File: config.mk
export PLATFORM = sky130hd
export DESIGN_NAME = fp_wb_unit
export DESIGN_NICKNAME = d
export VERILOG_FILES = /design/src/rtl/fpwb_pkg.sv /design/src/rtl/fpwb_sign_inj.sv /design/src/rtl/fpwb_box.sv /design/src/rtl/fpwb_ext.sv /design/src/rtl/fpwb_csr.sv /design/src/rtl/fp_wb_unit.sv
export SDC_FILE = /design/constraint.sdc
export NUM_CORES = 1
export LEC_CHECK = 0
export ABC_AREA = 1
export ABC_CLOCK_PERIOD_IN_PS = 3650
export BUFFER_PORTS_ARGS = -buffer_cell sky130_fd_sc_hd__clkbuf_2
export CORE_AREA = 2 2 142 144
export DETAILED_ROUTE_END_ITERATION = 16
export DIE_AREA = 0 0 144 146
export SKIP_LAST_GASP = 1
export SLEW_MARGIN = 30
export SYNTH_ARGS = -nofsm -noshare
export SYNTH_HDL_FRONTEND = slang
export SYNTH_SLANG_ARGS = --single-unit
File: constraint.sdc
create_clock -name clk -period 3.65 [get_ports clk]
set_input_delay 0.73 -clock clk [delete_from_list [all_inputs] [get_ports clk]]
set_output_delay 0.73 -clock clk [all_outputs]
set_load 0.05 [all_outputs]
File: src/rtl/fpwb_pkg.sv
package fpwb_pkg;
  localparam int FLAG_W = 5;
  localparam int CSR_W  = 32;
  localparam int SP_W   = 32;

  typedef enum logic [3:0] {
    OP_SGNJ   = 4'd0,
    OP_SGNJN  = 4'd1,
    OP_SGNJX  = 4'd2,
    OP_MV_F2X = 4'd3,
    OP_MV_X2F = 4'd4,
    OP_ARITH  = 4'd5,
    OP_MINMAX = 4'd6,
    OP_CMP    = 4'd7,
    OP_CVT_FS = 4'd8,
    OP_CVT_FU = 4'd9,
    OP_CVT_IF = 4'd10,
    OP_CLASS  = 4'd11
  } fpwb_op_e;

  function automatic logic raises_flags(input fpwb_op_e op);
    return (op == OP_ARITH) || (op == OP_MINMAX) || (op == OP_CMP) ||
           (op == OP_CVT_FS) || (op == OP_CVT_FU);
  endfunction
endpackage

File: src/rtl/fpwb_sign_inj.sv
module fpwb_sign_inj
  import fpwb_pkg::*;
(
  input  logic [1:0]      mode_i,   // 0 copy, 1 invert, 2 xor
  input  logic [SP_W-1:0] mag_i,
  input  logic            sgn_i,
  output logic [SP_W-1:0] res_o
);
  logic new_sign;

  always_comb begin
    unique case (mode_i)
      2'd1:    new_sign = ~sgn_i;
      2'd2:    new_sign = mag_i[SP_W-1] ^ sgn_i;
      default: new_sign = sgn_i;
    endcase
    res_o = {new_sign, mag_i[SP_W-2:0]};
  end
endmodule

File: src/rtl/fpwb_box.sv
module fpwb_box
  import fpwb_pkg::*;
#(
  parameter int FLEN = 64
) (
  input  logic [SP_W-1:0] val_i,
  output logic [FLEN-1:0] boxed_o
);
  localparam int PAD_W = FLEN - SP_W;

  generate
    if (PAD_W > 0) begin : g_box
      assign boxed_o = {{PAD_W{1'b1}}, val_i};
    end else begin : g_flat
      assign boxed_o = val_i;
    end
  endgenerate
endmodule

File: src/rtl/fpwb_ext.sv
module fpwb_ext
  import fpwb_pkg::*;
#(
  parameter int XLEN = 64
) (
  input  logic [SP_W-1:0] val_i,
  input  logic            signed_i,
  output logic [XLEN-1:0] ext_o
);
  localparam int PAD_W = XLEN - SP_W;

  generate
    if (PAD_W > 0) begin : g_wide
      assign ext_o = {{PAD_W{signed_i & val_i[SP_W-1]}}, val_i};
    end else begin : g_same
      logic unused_sel;
      assign unused_sel = signed_i;
      assign ext_o      = val_i;
    end
  endgenerate
endmodule

File: src/rtl/fpwb_csr.sv
module fpwb_csr
  import fpwb_pkg::*;
(
  input  logic              clk,
  input  logic              rst_n,
  input  logic              upd_i,
  input  logic [FLAG_W-1:0] flags_i,
  input  logic              sw_wr_i,
  input  logic [CSR_W-1:0]  sw_data_i,
  output logic [CSR_W-1:0]  csr_o
);
  logic [CSR_W-1:0] csr_q, csr_d;
  logic             csr_en;

  always_comb begin
    csr_en = sw_wr_i | upd_i;
    csr_d  = csr_q;
    if (sw_wr_i) begin
      csr_d = sw_data_i;
    end else if (upd_i) begin
      csr_d[FLAG_W-1:0] = csr_q[FLAG_W-1:0] | flags_i;
    end
  end

  always_ff @(posedge clk or negedge rst_n) begin
    if (!rst_n) begin
      csr_q <= '0;
    end else if (csr_en) begin
      csr_q <= csr_d;
    end
  end

  assign csr_o = csr_q;

  AST_UPPER_KEPT: assert property (@(posedge clk) disable iff (!rst_n)
    !sw_wr_i |=> $stable(csr_q[CSR_W-1:FLAG_W]));
  AST_FLAGS_STICKY: assert property (@(posedge clk) disable iff (!rst_n)
    !sw_wr_i |=> ((csr_q[FLAG_W-1:0] & $past(csr_q[FLAG_W-1:0])) == $past(csr_q[FLAG_W-1:0])));
  AST_SW_PRIORITY: assert property (@(posedge clk) disable iff (!rst_n)
    sw_wr_i |=> (csr_q == $past(sw_data_i)));
  AST_IDLE_HOLD: assert property (@(posedge clk) disable iff (!rst_n)
    (!sw_wr_i && !upd_i) |=> $stable(csr_q));
endmodule

File: src/rtl/fp_wb_unit.sv
module fp_wb_unit
  import fpwb_pkg::*;
#(
  parameter int FLEN = 64,
  parameter int XLEN = 64
) (
  input  logic              clk,
  input  logic              rst_n,
  input  logic              wr_en,
  input  logic [3:0]        op_i,
  input  logic [31:0]       opa_i,
  input  logic [31:0]       opb_i,
  input  logic [XLEN-1:0]   int_src_i,
  input  logic [31:0]       au_res_i,
  input  logic [4:0]        au_flags_i,
  input  logic              sw_wr_i,
  input  logic [31:0]       sw_data_i,
  output logic              fp_we_o,
  output logic [FLEN-1:0]   fp_wdata_o,
  output logic              int_we_o,
  output logic [XLEN-1:0]   int_wdata_o,
  output logic [31:0]       fcsr_o
);
  fpwb_op_e        op;
  logic [SP_W-1:0] sj_res, fp_sp, int_sp;
  logic            fp_sel, int_sel, int_signed, flag_upd;
  logic [30:0]     unused_opb;

  assign op         = fpwb_op_e'(op_i);
  assign unused_opb = opb_i[30:0];

  generate
    if (XLEN > SP_W) begin : g_isrc_hi
      logic [XLEN-SP_W-1:0] unused_isrc;
      assign unused_isrc = int_src_i[XLEN-1:SP_W];
    end
  endgenerate

  fpwb_sign_inj u_sj (
    .mode_i (op_i[1:0]),
    .mag_i  (opa_i),
    .sgn_i  (opb_i[31]),
    .res_o  (sj_res)
  );

  always_comb begin
    fp_sel     = 1'b0;
    int_sel    = 1'b0;
    int_signed = 1'b0;
    fp_sp      = au_res_i;
    int_sp     = au_res_i;
    unique case (op)
      OP_SGNJ, OP_SGNJN, OP_SGNJX: begin
        fp_sel = 1'b1;
        fp_sp  = sj_res;
      end
      OP_MV_X2F: begin
        fp_sel = 1'b1;
        fp_sp  = int_src_i[SP_W-1:0];
      end
      OP_ARITH, OP_MINMAX, OP_CVT_IF: fp_sel = 1'b1;
      OP_MV_F2X: begin
        int_sel    = 1'b1;
        int_signed = 1'b1;
        int_sp     = opa_i;
      end
      OP_CVT_FS: begin
        int_sel    = 1'b1;
        int_signed = 1'b1;
      end
      OP_CVT_FU, OP_CMP, OP_CLASS: int_sel = 1'b1;
      default: ;
    endcase
  end

  assign fp_we_o  = wr_en & fp_sel;
  assign int_we_o = wr_en & int_sel;
  assign flag_upd = wr_en & raises_flags(op);

  fpwb_box #(.FLEN(FLEN)) u_box (
    .val_i   (fp_sp),
    .boxed_o (fp_wdata_o)
  );

  fpwb_ext #(.XLEN(XLEN)) u_ext (
    .val_i    (int_sp),
    .signed_i (int_signed),
    .ext_o    (int_wdata_o)
  );

  fpwb_csr u_csr (
    .clk       (clk),
    .rst_n     (rst_n),
    .upd_i     (flag_upd),
    .flags_i   (au_flags_i),
    .sw_wr_i   (sw_wr_i),
    .sw_data_i (sw_data_i),
    .csr_o     (fcsr_o)
  );

  AST_SGNJ_COPY: assert property (@(posedge clk) disable iff (!rst_n)
    (wr_en && op_i == 4'd0) |-> (fp_wdata_o[31:0] == {opb_i[31], opa_i[30:0]}));
  AST_SGNJN_INV: assert property (@(posedge clk) disable iff (!rst_n)
    (wr_en && op_i == 4'd1) |-> (fp_wdata_o[31] != opb_i[31]));
  AST_SGNJX_XOR: assert property (@(posedge clk) disable iff (!rst_n)
    (wr_en && op_i == 4'd2) |-> (fp_wdata_o[31] == (opa_i[31] ^ opb_i[31])));
  AST_ONE_DEST: assert property (@(posedge clk) disable iff (!rst_n)
    !(fp_we_o && int_we_o));
  AST_RESET_CLEAR: assert property (@(posedge clk)
    !rst_n |-> (fcsr_o == '0));

  generate
    if (FLEN > SP_W) begin : g_box_chk
      AST_BOX_ONES: assert property (@(posedge clk) disable iff (!rst_n)
        fp_we_o |-> (&fp_wdata_o[FLEN-1:SP_W]));
    end
    if (XLEN > SP_W) begin : g_ext_chk
      AST_MV_SEXT: assert property (@(posedge clk) disable iff (!rst_n)
        (wr_en && op_i == 4'd3) |-> (int_wdata_o[XLEN-1] == opa_i[31]));
    end
  endgenerate
endmodule

* Yosys cells after proc, flatten, opt, wreduce, memory -nomap -nowiden
Index checks and enable logic that the tools add are counted.
** Word-level totals
- Flip-flop bits (word level) :: 32
- Logic and storage cells :: 43
- Input bits :: 205
- Output and inout bits :: 162
** Operators by class
- Muxes and demuxes :: 8
- Bitwise operators :: 8
- Reduce and logical (&&, ||, !) cells :: 12
- Eq/ne operators :: 13
** Operator list (count)
- $pmux 32 s2 :: 1
- $mux 32 :: 1
- $eq 4x3->1 const B :: 4
- $eq 4x4->1 const B :: 4
- $mux 5 :: 2
- $eq 4x2->1 const B :: 2
- $reduce_or 7->1 :: 1
- $or 5x5->5 :: 1
- $reduce_or 5->1 :: 1
- $and 1x1->1 :: 4
- $eq 4x1->1 const B :: 1
- $logic_not 4->1 :: 1
- $logic_or 1x1->1 :: 4
- $reduce_and 2->1 :: 2
- $mux 1 :: 3
- $reduce_or 3->1 :: 1
- $eq 2x1->1 const B :: 1
- $eq 2x2->1 const B :: 1
- $pmux 1 s2 :: 1
- $reduce_bool 2->1 :: 1
- $reduce_or 2->1 :: 1
- $not 1->1 :: 1
- $or 1x1->1 :: 1
- $xor 1x1->1 :: 1

* Logic depth before layout (Yosys ltp)
Gate-level depths: netlist (run 1).
- Word-level depth :: 8
- Mapped depth :: 10
- Depth with buffers taken out :: 10

* Cells and area by module
Synthesis (run 1) repeated with hierarchy kept, for this count alone.
** Unflattened totals
- Cells, all modules :: 657
- Area total of the unflattened synthesis :: 4132.7 µm²
** Modules (own cells, without submodules)
- fp_wb_unit :: area an instance 1566.5 µm², instances 1, cells each 339, seq. area each 0.0 µm²
- fpwb_csr :: area an instance 1287.5 µm², instances 1, cells each 141, seq. area each 800.8 µm²
- fpwb_box :: area an instance 484.2 µm², instances 1, cells each 65, seq. area each 0.0 µm²
- fpwb_ext :: area an instance 480.5 µm², instances 1, cells each 65, seq. area each 0.0 µm²
- fpwb_sign_inj :: area an instance 314.1 µm², instances 1, cells each 47, seq. area each 0.0 µm²

* Worst setup path after synthesis (run 1)
OpenSTA, ideal clock, no wires.
- Path kind :: input to output
- From :: input port op_i[0]
- To :: output port int_wdata_o[33]
- Data arrival time :: 3.588 ns
- Buffers on the path :: 2
- Stages on the path :: 6
- Setup slack :: -0.668 ns
- Data required time :: 2.920 ns
- Cell sequence :: ha_1 nand3_1 buf_2 nand2_1 o22ai_1 buf_4
** Between the ends
- Word-level cells in the longest chain between the ends :: 4
- Elaborated cells on any way between the ends :: 6
- Classes of those cells :: eq/ne (2); mux (2); bitwise (1); reduce/logical (1)
** Ends and longest elaborated chain
- from (decl) :: line fp_wb_unit.sv:10 : input logic [3:0] op_i,
- $eq 4x4->1 or $eq 4x2->1 (tied branches) :: line fp_wb_unit.sv:52 : unique case (op)
- $reduce_or 2->1 (no source line)
- $mux 1 :: line fp_wb_unit.sv:52
- $and 1x1->1 (*) :: line fpwb_ext.sv:14 : assign ext_o = {{PAD_W{signed_i & val_i[SP_W-1]}}, val_i};
- to (decl) :: line fp_wb_unit.sv:21 : output logic [XLEN-1:0] int_wdata_o,
Every way passes the cells marked *; elsewhere a longest branch is shown, timed or not.

* Worst setup path in the final report (run 1)
- From :: input port op_i[0]
- To :: output port fp_wdata_o[21]
** Between the ends
- Word-level cells in the longest chain between the ends :: 3
- Elaborated cells on any way between the ends :: 6
- Classes of those cells :: eq/ne (3); mux (1); reduce/logical (2)
** Ends and longest elaborated chain
- $eq 4x1->1 (tied with other cells) :: line fp_wb_unit.sv:52
- $reduce_or 3->1 :: line fp_wb_unit.sv:52
- $pmux 32 s2 (*) :: line fp_wb_unit.sv:52
- to (decl) :: line fp_wb_unit.sv:19 : output logic [FLEN-1:0] fp_wdata_o,
Marks and branches as above.

==> results of run 1 <==
==> stage by stage <==
step / worst slack [ns] / power (W)
floorplan: 0.277 / 0.00105
global placement: 0.541 / 0.00124
detailed placement: 0.511 / 0.00125
CTS: 0.507 / 0.00173
global route: 0.363 / 0.00181
finish: 0.501 / 0.00171
==> routing by layer <==
metal,vias to the layer above,wire length [um]
met5,-,13
met4,2,129
met3,9,1260
met2,197,5640
met1,1570,4600
li1,1819,-
==> power by group <==
group | total, W | switching, W | leakage (nW) | internal (W)
Combinational | 0.000827 | 0.000645 | 2.23 | 0.000181
Sequential | 0.000412 | 0.0000226 | 0.389 | 0.000390
Clock | 0.000474 | 0.000153 | 0.0808 | 0.000321
Total | 0.00171 | 0.000821 | 2.70 | 0.000892
==> layout make-up <==
class	instances	area share, %
clock inverter	2	0.797
inverter	42	3.59
timing repair buffer	278	32.4
sequential	32	18.2
tap	265	7.55
multi-input combinational	336	34.5
clock buffer	6	2.93
==> final timing paths <==
kind                           startpoint             end  slack [ns]  cells after the start
min reg2reg                u_csr.csr_o[8]  u_csr.csr_o[8]        0.47                      2
max in group asynchronous           rst_n  u_csr.csr_o[0]        2.62                      1
max reg2reg                u_csr.csr_o[0]  u_csr.csr_o[0]        2.72                      4
min                        u_csr.csr_o[8]  u_csr.csr_o[8]        0.47                      2
min in group asynchronous           rst_n  u_csr.csr_o[9]        0.52                      1
max                               op_i[0]  fp_wdata_o[21]        0.50                     10
==> cells by family after synthesis <==
group | share of synthesized area (%)
simple gates | 29.7
buf+inv | 25.4
flops | 27.3
fa+ha+maj | 1.70
compound gates | 15.8
other cells | 0.128
==> cell usage in the layout, fill, tap and decap left out, types with 2 or more instances in the layout <==
| cell type | n |
|---|---|
| clkbuf_16 | 5 |
| dfrtp_1 | 32 |
| a21oi_1 | 2 |
| nand2_1 | 208 |
| inv_1 | 40 |
| buf_4 | 6 |
| o211ai_1 | 31 |
| clkbuf_2 | 271 |
| ha_1 | 4 |
| conb_1 | 32 |
| inv_2 | 2 |
| nand3_1 | 8 |
| nor2_1 | 3 |
| o21ai_0 | 41 |
==> tightest hold or removal path: cells and delay by family, from the launching register on <==
| kind | cells | cell delay, ns |
|---|---|---|
| flip-flops | 1 | 0.34 |
| AND/OR/NAND/NOR | 2 | 0.10 |
==> results.tsv, run 1 <==
metric	value	unit
status	finished clean	
fin cells	961	
Post-Synthesis Cells	466	
data arrival time of the critical path	2.42	ns
antenna violations before repair	1	
Final Skew	0	ns
Post-Syn Area	2940	um^2
commonest cells in the netlist	nand2_1, buf_4, o21ai_0, inv_1, dfrtp_1	
worst hold slack	0.468	ns
GR peak layer	met2	
Root Buffer	clkbuf_16	
Max VDD drop	0.000332	V
Leakage	2.70	nW
Ant. Diodes	0	
CTS resizes	0	
Initial DRT Pass Iterations	4	
Synth Flop Type	dfrtp_1	
Post-Route WL	11600	um
share of cells above drive strength 1	42.1	%
worst setup path category	in2out	
wire per inst	12.1	um
Layout Cell Area excl Fill	4390	um^2
first-pass GRT wire length	16700	um
clk sinks	32	
Yosys reg bits	32	
GRT Overall Usage	10.1	%
DRC	0	
final setup violation count	0	
Layout Nets	904	
synthesis-to-finish area growth	49.6	%
unrepaired setup endpoints after global routing	false	
most frequent CP cell	clkbuf_2	
final core utilization	22.7	%
headroom to the max-slew limit	47.6	%
max-cap viol count	0	
PwrDens	390	nW/um^2
Post-CTS Setup Inserts	0	
cts bufs inserted	5	
CP peak stage delay	0.34	ns
Die Footprint	21000	um^2
Placed Area	4230	um^2
Bufs and invs on worst path	4	
largest net degree at the start of global routing	64	
Slowest-stage cell, CP	clkbuf_2	
Hold WC Path Type	reg2reg	
Crit path required time	2.92	ns
Remaining Overflow, GRT	0	
IO Pins	367	
Mapped Avg Cell Area	6.30	um^2
Clock Tree Buf Depth	2	
H-tree depth	2	
Clock transition at path regs	0.05	ns
Synthesis Warnings	0	
M3 GR Usage	2.86	%
final-layout fill cell count	2246	
Port Buf Inserts	271	
Setup TNS	0	ns
synth unique cells	21	
area leader, netlist	dfrtp_1	
core box area	19300	um^2
ANT nets after route	0	
sequential share of the synthesized area	27.3	%
CTS tree	done	
FMAX	0.318	GHz
top post-synthesis cells by area	dfrtp_1, nand2_1, buf_4	
hold bufs inserted after CTS	0	
Die Y-Extent	146	um
grt met1 use	11.4	%
count leader, synth	nand2_1	
Critical Path Start Type	primary input	
Vias	3597	
gpl congestion	0.734	
DR iter-0 viols	104	
Multi-input gate area	1520	um^2
later-pin clock latency in the skew report	0.27	ns
fin crit share	86.3	%
Critical Path Sink Type	output port	
initial core utilization	15.2	%
Slew @ Worst Pin	0.786	ns
DIE WIDTH	144	um
ordered cell list for the critical path	clkbuf_2 > inv_1 > ha_1 > nor2_1 > a21oi_2 > nor2_2 > buf_4 > nand2_1 > o211ai_1 > clkbuf_2	
DPL Wire Length	9880	um
critical path fanouts, max	32	
row cnt	51	
number of synthesized flops with an enable pin	0	
FF/Latch Area	801	um^2
dpl cells	953	
number of vias per cell	3.74	
Tmin final	3.15	ns
Max Slew Vio Count	0	
max FFs per register	32	
Final Hold Fails	0	
post-synth top area share	27.3	%
vias in the first global route	3221	
met2 usage	18.5	%
Post-synth ARST share	100	%
delay-heaviest family, CP	buffers and inverters	
(Power assumes the default switching activity.)
==> inputs of run 2 (changes only) <==
==> constraint.sdc (replaced) <==
create_clock -name clk -period 3.65 [get_ports clk]
set_input_delay 0.9125 -clock clk [delete_from_list [all_inputs] [get_ports clk]]
set_output_delay 0.9125 -clock clk [all_outputs]
set_load 0.05 [all_outputs]
==> results.tsv, run 2 (same netlist as run 1, synthesis figures left out) <==
metric	value	unit	change
share of cells above drive strength 1	42.5	%	was 42.1%
Vias	3553		was 3597
CTS resizes	0		unchanged
max FFs per register	32		unchanged
DPL Wire Length	9260	um	was 9880 um
largest net degree at the start of global routing	43		was 64
commonest non-fill, non-tap cells in the layout	clkbuf_2, nand2_1, o21ai_0		unchanged
GRT Overall Usage	9.89	%	was 10.1%
max-cap viol count	0		unchanged
Remaining Overflow, GRT	0		unchanged
Critical Path Sink Type	output port		unchanged
switching portion of total power	49.1	%	was 47.9%
PwrDens	367	nW/um^2	was 390 nW/um^2
cts bufs inserted	5		unchanged
Final Skew	0	ns	unchanged
DR iter-0 viols	76		was 104
Setup TNS	0	ns	unchanged
synthesis-to-finish area growth	55.6	%	was 49.6%
status	finished clean		unchanged
combinational share of power	50.1	%	was 48.3%
first-pass GRT wire length	16400	um	was 16700 um
IO Pins	367		unchanged
Net Sw Power	0.000823	W	was 0.000821 W
worst setup path category	in2out		unchanged
Critical Path Start Type	primary input		unchanged
Max VDD drop	0.000337	V	was 0.000332 V
Port Buf Inserts	271		unchanged
vias in the first global route	3306		was 3221
final-layout fill cell count	2173		was 2246
Slew @ Worst Pin	0.811	ns	was 0.786 ns
Die Y-Extent	146	um	unchanged
Crit path required time	2.74	ns	was 2.92 ns
Post-CTS Setup Inserts	0		unchanged
Final Hold Fails	0		unchanged
later-pin clock latency in the skew report	0.28	ns	was 0.27 ns
core box area	19300	um^2	unchanged
FMAX	0.298	GHz	was 0.318 GHz
hold bufs inserted after CTS	0		unchanged
Max Slew Vio Count	0		unchanged
Die Footprint	21000	um^2	unchanged
final setup violation count	0		unchanged
Layout Nets	907		was 904
ANT nets after route	0		unchanged
unrepaired setup endpoints after global routing	false		unchanged
headroom to the max-slew limit	45.9	%	was 47.6%
wire per inst	11.7	um	was 12.1 um
most common cell after layout, fill and taps aside	clkbuf_2		unchanged
Tmin final	3.36	ns	was 3.15 ns
Clock transition at path regs	0.05	ns	about the same
Placed Area	4420	um^2	was 4230 um^2
DIE WIDTH	144	um	unchanged
Layout Cell Area excl Fill	4570	um^2	was 4390 um^2
Ant. Diodes	0		unchanged
Clock Tree Buf Depth	2		unchanged
Post-Route WL	11300	um	was 11600 um
H-tree depth	2		unchanged
CTS tree	done		unchanged
clock network power share	25.3	%	was 27.7%
DRC	0		unchanged
Initial DRT Pass Iterations	6		was 4
row cnt	51		unchanged
critical path fanouts, max	21		was 32
Hold WC Path Type	reg2reg		unchanged
antenna violations before repair	0		was 1
gpl congestion	0.775		was 0.734
clk sinks	32		unchanged
data arrival time of the critical path	2.45	ns	was 2.42 ns
internal power	0.000853	W	was 0.000892 W
Total Power	0.00168	W	was 0.00171 W
register share of total power	24.6	%	was 24.1%
initial core utilization	15.2	%	unchanged
Root Buffer	clkbuf_16		unchanged
number of vias per cell	3.69		was 3.74
fin crit share	92.1	%	was 86.3%
Leakage	2.75	nW	was 2.70 nW
run 2: cell types whose count changed in the layout (fill, tap and decap cells not counted), sizes merged:
cell,change
clkbuf,-9
buf,+12
clkinv,+1
bufinv,-1
run 2: path summary, 6_finish.rpt:
kind	from	end	slack [ns]	cells past startpoint
max reg2reg	u_csr.csr_o[2]	u_csr.csr_o[2]	2.76	4
min in group asynchronous	rst_n	u_csr.csr_o[21]	0.72	1
max	op_i[0]	fp_wdata_o[20]	0.29	10
min	u_csr.csr_o[23]	u_csr.csr_o[23]	0.47	2
min reg2reg	u_csr.csr_o[23]	u_csr.csr_o[23]	0.47	2
max in group asynchronous	rst_n	u_csr.csr_o[26]	2.42	1
run 2: critical path, cell delays in order:
cell and delay (ns):
clkbuf_2 0.11, inv_1 0.06, ha_1 0.22, nor2_1 0.16
a21oi_2 0.10, nor2_2 0.10, buf_4 0.28, nand2_1 0.09
o211ai_1 0.10, clkbuf_2 0.31
run 2: cell type report:
type,count,area (um^2),area share [%]
well taps,265,332,7.26
inverters,42,158,3.45
flip-flops and latches,32,801,17.5
repair buffers,281,1600,35.1
multi-input cells,336,1530,33.4
clock inverters,2,10.0,0.219
clock buffers,6,139,3.04
run 2: power by group through the flow:
stage | Combinational, W | Clock (W) | Sequential [W]
5_1_grt | 0.000895 | 0.000444 | 0.000417
4_1_cts | 0.000848 | 0.000436 | 0.000412
6_report | 0.000840 | 0.000425 | 0.000412
3_3_place_gp | 0.000844 | 0 | 0.000417
3_5_place_dp | 0.000848 | 0 | 0.000415
2_1_floorplan | 0.000518 | 0 | 0.000536
run 2: through the flow:
stage	instances	setup WS, ns	util [%]	hold slack, ns
after floorplan	497	0.151	-	0.617
after global placement	956	0.263	22.9	0.456
after detailed placement	956	0.252	22.9	0.461
after CTS	964	0.254	23.6	0.475
after global routing	964	0.0826	23.6	0.485
final	964	0.289	23.6	0.472
run 2: per-layer routing:
metal	vias to the layer above	GRT usage (%)	part of all wire (%)
met2	196	19.1	49
met3	10	2.27	9.8
met5	-	0	0
met1	1516	10.4	39
met4	0	3.04	1.6
li1	1831	-	-
